<file path="src/rtl/strap_pkg.sv">
// Package: shared types and constants for the strap capture controller.
// Assumes: the select code encoding is fixed by board strapping.
package strap_pkg;

    // Configuration source, encoded as the {sel1, sel0} strap pair.
    typedef enum logic [1:0] {
        CFG_RESERVED = 2'b00,
        CFG_SMBUS    = 2'b01,
        CFG_DEFAULT  = 2'b10,
        CFG_EEPROM   = 2'b11
    } cfg_src_e;

    // Slave address reported while SMBus configuration is selected.
    localparam logic [6:0] SMBUS_SLAVE_ADDR = 7'b0101100;

    // Width of the select strap field.
    localparam int CFG_SEL_W = 2;

endpackage

</file>
<file path="src/rtl/strap_sync.sv">
// Module: strap_sync
// Moves a bundle of slow, level-type inputs into the core clock domain
// through a chain of STAGES flops. Assumes: each bit is quasi-static, so
// bits need not stay coherent with each other; the chain has no reset so
// it keeps tracking the inputs while the core is held in reset.
module strap_sync #(
    parameter int WIDTH  = 4,
    parameter int STAGES = 2
) (
    input  logic             clk,
    input  logic [WIDTH-1:0] d_i,
    output logic [WIDTH-1:0] q_o
);

    logic [WIDTH-1:0] chain [STAGES];

    // First stage samples the asynchronous inputs.
    always_ff @(posedge clk) begin
        chain[0] <= d_i;
    end

    generate
        for (genvar s = 1; s < STAGES; s++) begin : g_stage
            // Each later stage re-samples the one before it.
            always_ff @(posedge clk) begin
                chain[s] <= chain[s-1];
            end
        end
    endgenerate

    assign q_o = chain[STAGES-1];

endmodule

</file>
<file path="src/rtl/strap_latch.sv">
// Module: strap_latch
// Freezes the synchronized straps on the first clock edge after reset
// release and holds them until the next reset. Assumes: rst_n is
// synchronous to clk and the straps have settled through the synchronizer
// before release.
module strap_latch #(
    parameter int WIDTH = 4
) (
    input  logic             clk,
    input  logic             rst_n,
    input  logic [WIDTH-1:0] strap_i,
    output logic             captured_o,
    output logic [WIDTH-1:0] strap_q_o
);

    logic             captured_q;
    logic [WIDTH-1:0] hold_q;

    // Clear on reset; take one snapshot on the first edge out of reset.
    always_ff @(posedge clk) begin
        if (!rst_n) begin
            captured_q <= 1'b0;
            hold_q     <= '0;
        end else if (!captured_q) begin
            captured_q <= 1'b1;
            hold_q     <= strap_i;
        end
    end

    assign captured_o = captured_q;
    assign strap_q_o  = hold_q;

endmodule

</file>
<file path="src/rtl/strap_decode.sv">
// Module: strap_decode
// Turns the captured select and non-removable straps into mode flags,
// the slave address, the non-removable port mask and the per-port LED
// polarity. Assumes: inputs are already frozen; all flags stay low
// until valid_i is set.
module strap_decode
    import strap_pkg::*;
#(
    parameter int NUM_PORTS = 2
) (
    input  logic                 valid_i,
    input  logic [CFG_SEL_W-1:0] sel_i,
    input  logic [NUM_PORTS-1:0] nonrem_i,
    output logic [CFG_SEL_W-1:0] src_o,
    output logic                 smbus_o,
    output logic                 default_o,
    output logic                 eeprom_o,
    output logic                 reserved_o,
    output logic [6:0]           addr_o,
    output logic [NUM_PORTS-1:0] nonrem_mask_o,
    output logic [NUM_PORTS-1:0] led_act_high_o
);

    cfg_src_e src;

    assign src   = cfg_src_e'(sel_i);
    assign src_o = sel_i;

    // Select code to a single mode flag, gated by capture.
    always_comb begin
        smbus_o    = 1'b0;
        default_o  = 1'b0;
        eeprom_o   = 1'b0;
        reserved_o = 1'b0;
        if (valid_i) begin
            unique case (src)
                CFG_SMBUS:   smbus_o    = 1'b1;
                CFG_DEFAULT: default_o  = 1'b1;
                CFG_EEPROM:  eeprom_o   = 1'b1;
                default:     reserved_o = 1'b1;
            endcase
        end
    end

    // Slave address is only meaningful in SMBus mode.
    always_comb begin
        addr_o = smbus_o ? SMBUS_SLAVE_ADDR : 7'd0;
    end

    // Thermometer port mask: port i is fixed when the strap value exceeds i.
    always_comb begin
        nonrem_mask_o = '0;
        for (int i = 0; i < NUM_PORTS; i++) begin
            nonrem_mask_o[i] = default_o && (int'(nonrem_i) > i);
        end
    end

    // LED i is active high only in default mode with strap bit i clear.
    always_comb begin
        led_act_high_o = default_o ? ~nonrem_i : '0;
    end

endmodule

</file>
<file path="src/rtl/pol_drive.sv">
// Module: pol_drive
// Applies a per-port active level to request bits, or forces every port
// to a given idle level. Assumes: idle_i is chosen by the caller to be the
// inactive level for the outputs it drives.
module pol_drive #(
    parameter int NUM_PORTS = 2
) (
    input  logic                 force_idle_i,
    input  logic                 idle_i,
    input  logic [NUM_PORTS-1:0] act_high_i,
    input  logic [NUM_PORTS-1:0] req_i,
    output logic [NUM_PORTS-1:0] drive_o
);

    generate
        for (genvar p = 0; p < NUM_PORTS; p++) begin : g_port
            // Request at its active level, or the forced idle level.
            always_comb begin
                if (force_idle_i) begin
                    drive_o[p] = idle_i;
                end else begin
                    drive_o[p] = act_high_i[p] ? req_i[p] : ~req_i[p];
                end
            end
        end
    endgenerate

endmodule

</file>
<file path="src/rtl/strap_capture_ctrl.sv">
// Module: strap_capture_ctrl (top)
// Captures configuration straps at reset release, decodes them, and drives
// the port power and LED pins at the strapped levels. Holds port power off
// from the live polarity strap until the capture. Reports local-supply
// status and the upstream connect request. Assumes: rst_n is synchronous to
// clk and held low for at least SYNC_STAGES cycles with stable straps.
module strap_capture_ctrl
    import strap_pkg::*;
#(
    parameter int NUM_PORTS   = 2,
    parameter int SYNC_STAGES = 2
) (
    input  logic                 clk,
    input  logic                 rst_n,
    input  logic [1:0]           cfg_sel_strap_i,
    input  logic [NUM_PORTS-1:0] nonrem_strap_i,
    input  logic                 pwr_pol_strap_i,
    input  logic                 self_pwr_i,
    input  logic                 vbus_det_i,
    input  logic                 eeprom_absent_i,
    input  logic [NUM_PORTS-1:0] port_pwr_req_i,
    input  logic [NUM_PORTS-1:0] led_req_i,
    output logic [NUM_PORTS-1:0] port_pwr_o,
    output logic [NUM_PORTS-1:0] led_o,
    output logic                 cfg_valid_o,
    output logic [1:0]           cfg_src_o,
    output logic                 mode_smbus_o,
    output logic                 mode_default_o,
    output logic                 mode_eeprom_o,
    output logic                 mode_reserved_o,
    output logic [6:0]           smbus_addr_o,
    output logic [NUM_PORTS-1:0] nonrem_o,
    output logic                 cfg_zero_fill_o,
    output logic                 self_powered_o,
    output logic                 connect_req_o
);

    // Layout of the strap bundle: {sel, nonrem, pol}.
    localparam int STRAP_W = CFG_SEL_W + NUM_PORTS + 1;
    localparam int POL_LSB = 0;
    localparam int NR_LSB  = 1;
    localparam int SEL_LSB = NR_LSB + NUM_PORTS;
    // Sync bundle adds {self_pwr, vbus} above the straps.
    localparam int SYNC_W  = STRAP_W + 2;

    logic [SYNC_W-1:0]    sync_in;
    logic [SYNC_W-1:0]    sync_out;
    logic [STRAP_W-1:0]   strap_q;
    logic                 captured;
    logic                 hold_idle;
    logic                 pol_q;
    logic [NUM_PORTS-1:0] nr_q;
    logic [CFG_SEL_W-1:0] sel_q;
    logic [NUM_PORTS-1:0] led_act_high;
    logic [NUM_PORTS-1:0] pwr_act_high;

    assign sync_in = {self_pwr_i, vbus_det_i,
                      cfg_sel_strap_i, nonrem_strap_i, pwr_pol_strap_i};

    strap_sync #(
        .WIDTH  (SYNC_W),
        .STAGES (SYNC_STAGES)
    ) u_sync (
        .clk (clk),
        .d_i (sync_in),
        .q_o (sync_out)
    );

    strap_latch #(
        .WIDTH (STRAP_W)
    ) u_latch (
        .clk        (clk),
        .rst_n      (rst_n),
        .strap_i    (sync_out[STRAP_W-1:0]),
        .captured_o (captured),
        .strap_q_o  (strap_q)
    );

    assign pol_q = strap_q[POL_LSB];
    assign nr_q  = strap_q[NR_LSB +: NUM_PORTS];
    assign sel_q = strap_q[SEL_LSB +: CFG_SEL_W];

    strap_decode #(
        .NUM_PORTS (NUM_PORTS)
    ) u_decode (
        .valid_i        (captured),
        .sel_i          (sel_q),
        .nonrem_i       (nr_q),
        .src_o          (cfg_src_o),
        .smbus_o        (mode_smbus_o),
        .default_o      (mode_default_o),
        .eeprom_o       (mode_eeprom_o),
        .reserved_o     (mode_reserved_o),
        .addr_o         (smbus_addr_o),
        .nonrem_mask_o  (nonrem_o),
        .led_act_high_o (led_act_high)
    );

    // Outputs stay idle from reset entry until the capture edge.
    assign hold_idle    = !rst_n || !captured;
    assign pwr_act_high = {NUM_PORTS{pol_q}};

    // Power idles at the inverse of the live polarity strap.
    pol_drive #(
        .NUM_PORTS (NUM_PORTS)
    ) u_pwr_drive (
        .force_idle_i (hold_idle),
        .idle_i       (~pwr_pol_strap_i),
        .act_high_i   (pwr_act_high),
        .req_i        (port_pwr_req_i),
        .drive_o      (port_pwr_o)
    );

    // LEDs idle high, the off level of the active-low default.
    pol_drive #(
        .NUM_PORTS (NUM_PORTS)
    ) u_led_drive (
        .force_idle_i (hold_idle),
        .idle_i       (1'b1),
        .act_high_i   (led_act_high),
        .req_i        (led_req_i),
        .drive_o      (led_o)
    );

    assign cfg_valid_o     = captured;
    assign cfg_zero_fill_o = mode_eeprom_o && eeprom_absent_i;
    assign self_powered_o  = sync_out[SYNC_W-1];
    assign connect_req_o   = captured && sync_out[SYNC_W-2];

endmodule

</file>
<file path="config.mk">
export PLATFORM = sky130hd
export DESIGN_NAME = strap_capture_ctrl
export DESIGN_NICKNAME = d
export VERILOG_FILES = /design/src/rtl/strap_pkg.sv /design/src/rtl/strap_sync.sv /design/src/rtl/strap_latch.sv /design/src/rtl/strap_decode.sv /design/src/rtl/pol_drive.sv /design/src/rtl/strap_capture_ctrl.sv
export SDC_FILE = /design/constraint.sdc
export NUM_CORES = 1
export LEC_CHECK = 0
export BUFFER_PORTS_ARGS = -buffer_cell sky130_fd_sc_hd__buf_2
export CORE_MARGIN = 2
export CORE_UTILIZATION = 43
export CTS_CLUSTER_DIAMETER = 120
export DETAILED_ROUTE_END_ITERATION = 12
export GPL_ROUTABILITY_DRIVEN = 0
export GPL_TIMING_DRIVEN = 0
export PLACE_DENSITY = 0.85
export SETUP_SLACK_MARGIN = 0.1
export SLEW_MARGIN = 20
export SYNTH_ARGS = -nofsm -noshare
export SYNTH_HDL_FRONTEND = slang
export SYNTH_HIERARCHICAL = 1
export SYNTH_SLANG_ARGS = --single-unit
</file>
<file path="constraint.sdc">
create_clock -name clk -period 1.2 [get_ports clk]
set_input_delay 0.18 -clock clk [delete_from_list [all_inputs] [get_ports clk]]
set_output_delay 0.18 -clock clk [all_outputs]
set_load 0.005 [all_outputs]
</file>
# Word-level counts from Yosys, hierarchy flattened
# Memories as Yosys holds them, arrays and structs flattened.
# Cells that the tools add are included.
dict set report classes {
  n_lt_le_gt_ge 2
  n_eq_ne 3
  n_mux 19
  bitwise_logic 6
  n_reduce_logical 8
}
# cell count
set ops {}
lappend ops {{1-bit 2-to-1 mux} 17}
lappend ops {{6-bit 2-to-1 mux} 1}
lappend ops {{1-bit inverter} 5}
lappend ops {{2-bit equality test (second input constant)} 2}
lappend ops {{2-bit by 1-bit > comparator with 1-bit output (second input constant)} 2}
lappend ops {{1-bit logical AND} 4}
lappend ops {{3-bit OR reduction} 1}
lappend ops {{2-bit by 1-bit equality test with 1-bit output (second input constant)} 1}
lappend ops {{1-bit zero test} 2}
lappend ops {{2-bit 2-to-1 mux} 1}
lappend ops {{2-bit inverter} 1}
lappend ops {{1-bit logical OR} 1}
dict set report word_totals {
  ff_bits 6
  mem_bits_rw 14
  in_bits 14
  output_inout_bits 23
  wordCells 41
  mem_count 1
}
# name words word_bits rd rd_ports_with_merged_regs wr line
set memory_table {}
lappend memory_table {u_sync.chain 2 7 2 0 2 strap_sync.sv:15} ;# logic [WIDTH-1:0] chain [STAGES];

# Longest topological paths before layout
dict set report logic_depth {
  depth_word 6
  depth_mapped 4
  ltp_nobuf 4
}

# By module
# The synthesis kept the hierarchy.
# mod n_inst cells_per_inst area_per_inst_um2 seq_area_each_um2
set modules_own_cells {}
lappend modules_own_cells {strap_sync 1 21 332.8 280.3}
lappend modules_own_cells {strap_latch 1 17 212.7 120.1}
lappend modules_own_cells {strap_decode 1 22 140.1 0.0}
lappend modules_own_cells {pol_drive 2 5 31.3 0.0}
lappend modules_own_cells {strap_capture_ctrl 1 5 23.8 0.0}

# Least setup slack after synthesis
# No wires, ideal clock.
dict set report synth_path {
  path_type {flip-flop to output port}
  from {register u_latch.captured_q, in the netlist u_latch/captured_o}
  to {output port led_o[0]}
  t_arrival_ns 0.905
  required_time_ns 1.020
  path_slack_ns 0.115
  path_stages_with_launch 5
  path_buffers 0
  cell_sequence {dfxtp_1 -> nand3b_4 -> nor2_1 -> xor2_1 -> o21ai_1}
}
dict set report synth_between {
  elab_chain_len 4
  elab_cells_between_ends 6
  cone_classes {mux: 4; reduce/logical: 2}
}
# item line
set synth_lines {}
lappend synth_lines {{start, declared} strap_latch.sv:16} ;# logic captured_q;
lappend synth_lines {{start signal, assigned} strap_latch.sv:22} ;# captured_q <= 1'b0;
lappend synth_lines {{start signal, assigned} strap_latch.sv:25} ;# captured_q <= 1'b1;
lappend synth_lines {{1-bit 2-to-1 mux} strap_decode.sv:35} ;# if (valid_i) begin
lappend synth_lines {{2-bit 2-to-1 mux} strap_decode.sv:60} ;# led_act_high_o = default_o ? ~nonrem_i : '0;
lappend synth_lines {{via led_act_high[0]} strap_capture_ctrl.sv:54} ;# logic [NUM_PORTS-1:0] led_act_high;
lappend synth_lines {{1-bit 2-to-1 mux} pol_drive.sv:22} ;# drive_o[p] = act_high_i[p] ? req_i[p] : ~req_i[p];
lappend synth_lines {{1-bit 2-to-1 mux} pol_drive.sv:19} ;# if (force_idle_i) begin
lappend synth_lines {{end, declared} strap_capture_ctrl.sv:24} ;# output logic [NUM_PORTS-1:0] led_o,
# The timed path passes the listed nets, and every way through them passes these cells.

# Final worst setup path
dict set report layout_path {
  from {register u_latch.hold_q[3], in the netlist u_latch/strap_q_o[3]}
  to {output port nonrem_o[0]}
}
dict set report layout_between {
  elab_chain_len 4
}
# item line
set layout_lines {}
lappend layout_lines {{start, declared} strap_latch.sv:17} ;# logic [WIDTH-1:0] hold_q;
lappend layout_lines {{start signal, assigned} strap_latch.sv:26} ;# hold_q <= strap_i;
lappend layout_lines {{2-bit equality test} strap_decode.sv:36} ;# unique case (src)
lappend layout_lines {{1-bit 2-to-1 mux} strap_decode.sv:36}
lappend layout_lines {{1-bit 2-to-1 mux} strap_decode.sv:35}
lappend layout_lines {{1-bit logical AND} strap_decode.sv:54} ;# nonrem_mask_o[i] = default_o && (int'(nonrem_i) > i);
lappend layout_lines {{end, declared} strap_capture_ctrl.sv:32} ;# output logic [NUM_PORTS-1:0] nonrem_o,
# Every way passes these cells.

==> results.md <==
* Run status: finished with violations
* Failing checks: negative setup slack
* Hold WC Path Type: in2reg
* Die ar. at between 0.002 and 0.0025 sq mm
* Worst-Skew Late Latency at 0.29 ns
* Max Cap Violations at 0
* Final hold violations at 0
* ANT nets after route at 0
* Switching Power at about 0.29 mW
* Distinct cells, synth at 15
* Fmax at 674 MHz
* Post-synthesis cell area at between 700 and 800 sq um
* Number of buffers created by CTS at 3
* Met3 usage at 0.0353
* Peak supply drop at 959 uV
* P_int at roughly 1.0 mW
* Core Rows at 15
* Clock network power share at 0.272
* WHS Endpoint: u_latch/captured_o
* RSZ-0062 raised after global routing: true
* Arrival @ worst endpoint at 1.30 ns
* #FFs+latches synth at 20
* Syn. warnings at 6
* Sequential Power Share at 0.543
* Vias at 636
* Type of the worst setup path: reg2out
* DR vias/cell at approximately 4
* Hold_ws at 0.105 ns
* First-pass GRT wire length at 2160 um
* Worst r2r dst: u_latch/strap_q_o[4]
* Drt pass-1 iters at 4
* Avg Cell Area, Syn at 10.3 sq um
* Area post-placement at 975 sq um
* Nets at 148
* Layout Skew at 0.00313 ns
* GRT Max-Usage Layer: met2
* Sequential-to-total area share from yosys stat at 0.519
* Buffer depth of the longest clock path at 2
* Switch share at 0.215
* R2R setup slack at 0.10 ns
* Most frequent cells in the layout: buf_2 (28), buf_4 (19), dfxtp_1 (17)
* Multi-input gate area at 293 sq um
* Tcrit/Tclk final at 1.24
* Largest fanout on the critical path at 4
* Starting Density at 0.452
* Share of layout cells above drive strength 1 at 0.586
* Commonest non-fill, non-tap cell in the layout: buf_2
* WHS Path Cells at 1
* Initial drt markers at 2
* IO buf count at 32
* Core area at 0.00171 sq mm
* Total track usage at 0.149
* Reg clk slew, reported paths at 0.10 ns
* Vias in the first global route at 568
* Max-slew violation count at 0
* Antenna cells at 0
* TritonCTS clock tree: done
* Register area at 412 sq um
* Area grow syn2layout at 67.6%
* Tmin final at 1.48 ns
* Number of fill cells at 118
* DRC viols at 0
* Fin area at 0.00129 sq mm
* Worst reg2reg path startpoint: u_latch/captured_o
* Met1 usage at 0.143
* Critical Path Start Type: register
* Power share of the combinational group at 0.185
* WP data required at 1.02 ns
* Drt total wl at 1530 um
* WL per Instance at about 9.7 um
* Root Buffer: clkbuf_4
* Final worst setup slack at -0.284 ns
* End-of-flow core utilization at 0.758
* Clock sinks at 20
* Met2 usage at 0.269
* Initial antenna violation count at 0
* Mapped Cells at 75
* Min-delay src: rst_n
* I/O Pins at 37
* Leak Pwr at 0.681 nW
* Reg2reg path depth at 5
* PD cells at 1030 mW/mm^2
* Crit. End Element: output port
* Die width at between 40 and 50 um
* Final setup fails at 16
* Chip height at about 46 um
* Largest net degree at the start of global routing at 12
* # H-tree levels at 1
* Grt total ovfl at 0
-- synth_stat cells --
| library cell | n | area share |
|---|---|---|
| xor2_1 | 4 | 0.045 |
| mux2i_1 | 5 | 0.065 |
| nor2b_1 | 5 | 0.041 |
| nand3b_4 | 1 | 0.026 |
| and2_1 | 2 | 0.016 |
| and3_2 | 1 | 0.0097 |
| nor2_1 | 6 | 0.029 |
| o21ai_1 | 4 | 0.026 |
| buf_6 | 1 | 0.015 |
| inv_1 | 3 | 0.015 |
| nor3b_1 | 1 | 0.0097 |
| nand2_1 | 4 | 0.019 |
| conb_1 | 2 | 0.0097 |
| dfxtp_1 | 20 | 0.52 |
| buf_4 | 16 | 0.16 |
-- registers in the layout, summed over array words and instances (netlist names) --
register	count
u_latch/strap_q_o	5
u_latch/captured_o	1
u_sync/chain	14
-- layout make-up --
class,count,share of cell area
timing repair buffer,51,0.281
clock buffer,4,0.0280
buffer,17,0.113
sequential,20,0.318
tap,25,0.0242
multi-input combinational,38,0.226
inverter,3,0.00870
-- through the flow --
| stage | setup slack [ns] | power, mW | TNS, ns | cells |
|---|---|---|---|---|
| 6_report | -0.284 | 1.33 | -2.89 | 158 |
| 5_1_grt | -0.386 | 1.41 | -4.18 | 158 |
| 4_1_cts | -0.275 | 1.32 | -2.05 | 153 |
| 3_5_place_dp | -0.0882 | 0.895 | -0.248 | 135 |
| 3_3_place_gp | -0.0546 | 0.887 | -0.107 | 135 |
| 2_1_floorplan | 0.115 | 0.831 | 0 | 78 |
-- worst max path at each step --
stage / from / endpoint / slack, ns / cells past startpoint
finish: u_latch/strap_q_o[3] / nonrem_o[0] / -0.28 / 5
global route: u_latch/strap_q_o[3] / led_o[0] / -0.39 / 5
CTS: u_latch/strap_q_o[3] / led_o[1] / -0.27 / 5
detailed placement: u_latch/captured_o / led_o[1] / -0.09 / 5
global placement: u_latch/captured_o / led_o[1] / -0.05 / 5
floorplan: u_latch/captured_o / led_o[0] / 0.11 / 4
-- kinds of logic after synthesis --
logic type / Yosys count / share of synthesized area
AOI/OAI and AO/OA: 4 / 0.0259
xor gates and xnor gates: 4 / 0.0454
buffers and inverters: 20 / 0.185
DFF: 20 / 0.519
muxes: 5 / 0.0648
other: 2 / 0.00973
and+or+nand+nor: 20 / 0.151
-- repair_timing --
item,in CTS,in global routing
buffers inserted,7,6
endpoints found under the hold margin,7,0
cloned,0,0
resized for setup,22,12
setup endpoints to repair,18,21
hold buffers,7,0
pin swaps,2,4
-- layer usage --
metal | up-vias | share of wire
li1 | 330 | -
met1 | 282 | 0.36
met2 | 22 | 0.59
met3 | 2 | 0.044
met4 | 0 | 0.0078
met5 | - | 0
-- power groups by stage --
stage               logic, mW  registers, mW  clock network (mW)
floorplan              0.0980          0.733                   0
global placement        0.151          0.736                   0
global route            0.270          0.725               0.412
detailed placement      0.157          0.738                   0
finish                  0.246          0.720               0.361
CTS                     0.214          0.720               0.383
-- worst max-delay path, stage by stage (launching register included) --
cell      delay (ns)
dfxtp_4         0.36
nand3b_4        0.19
buf_4           0.15
buf_4           0.12
nor2_1          0.09
buf_2           0.11
Power figures use the tool's default switching activity.
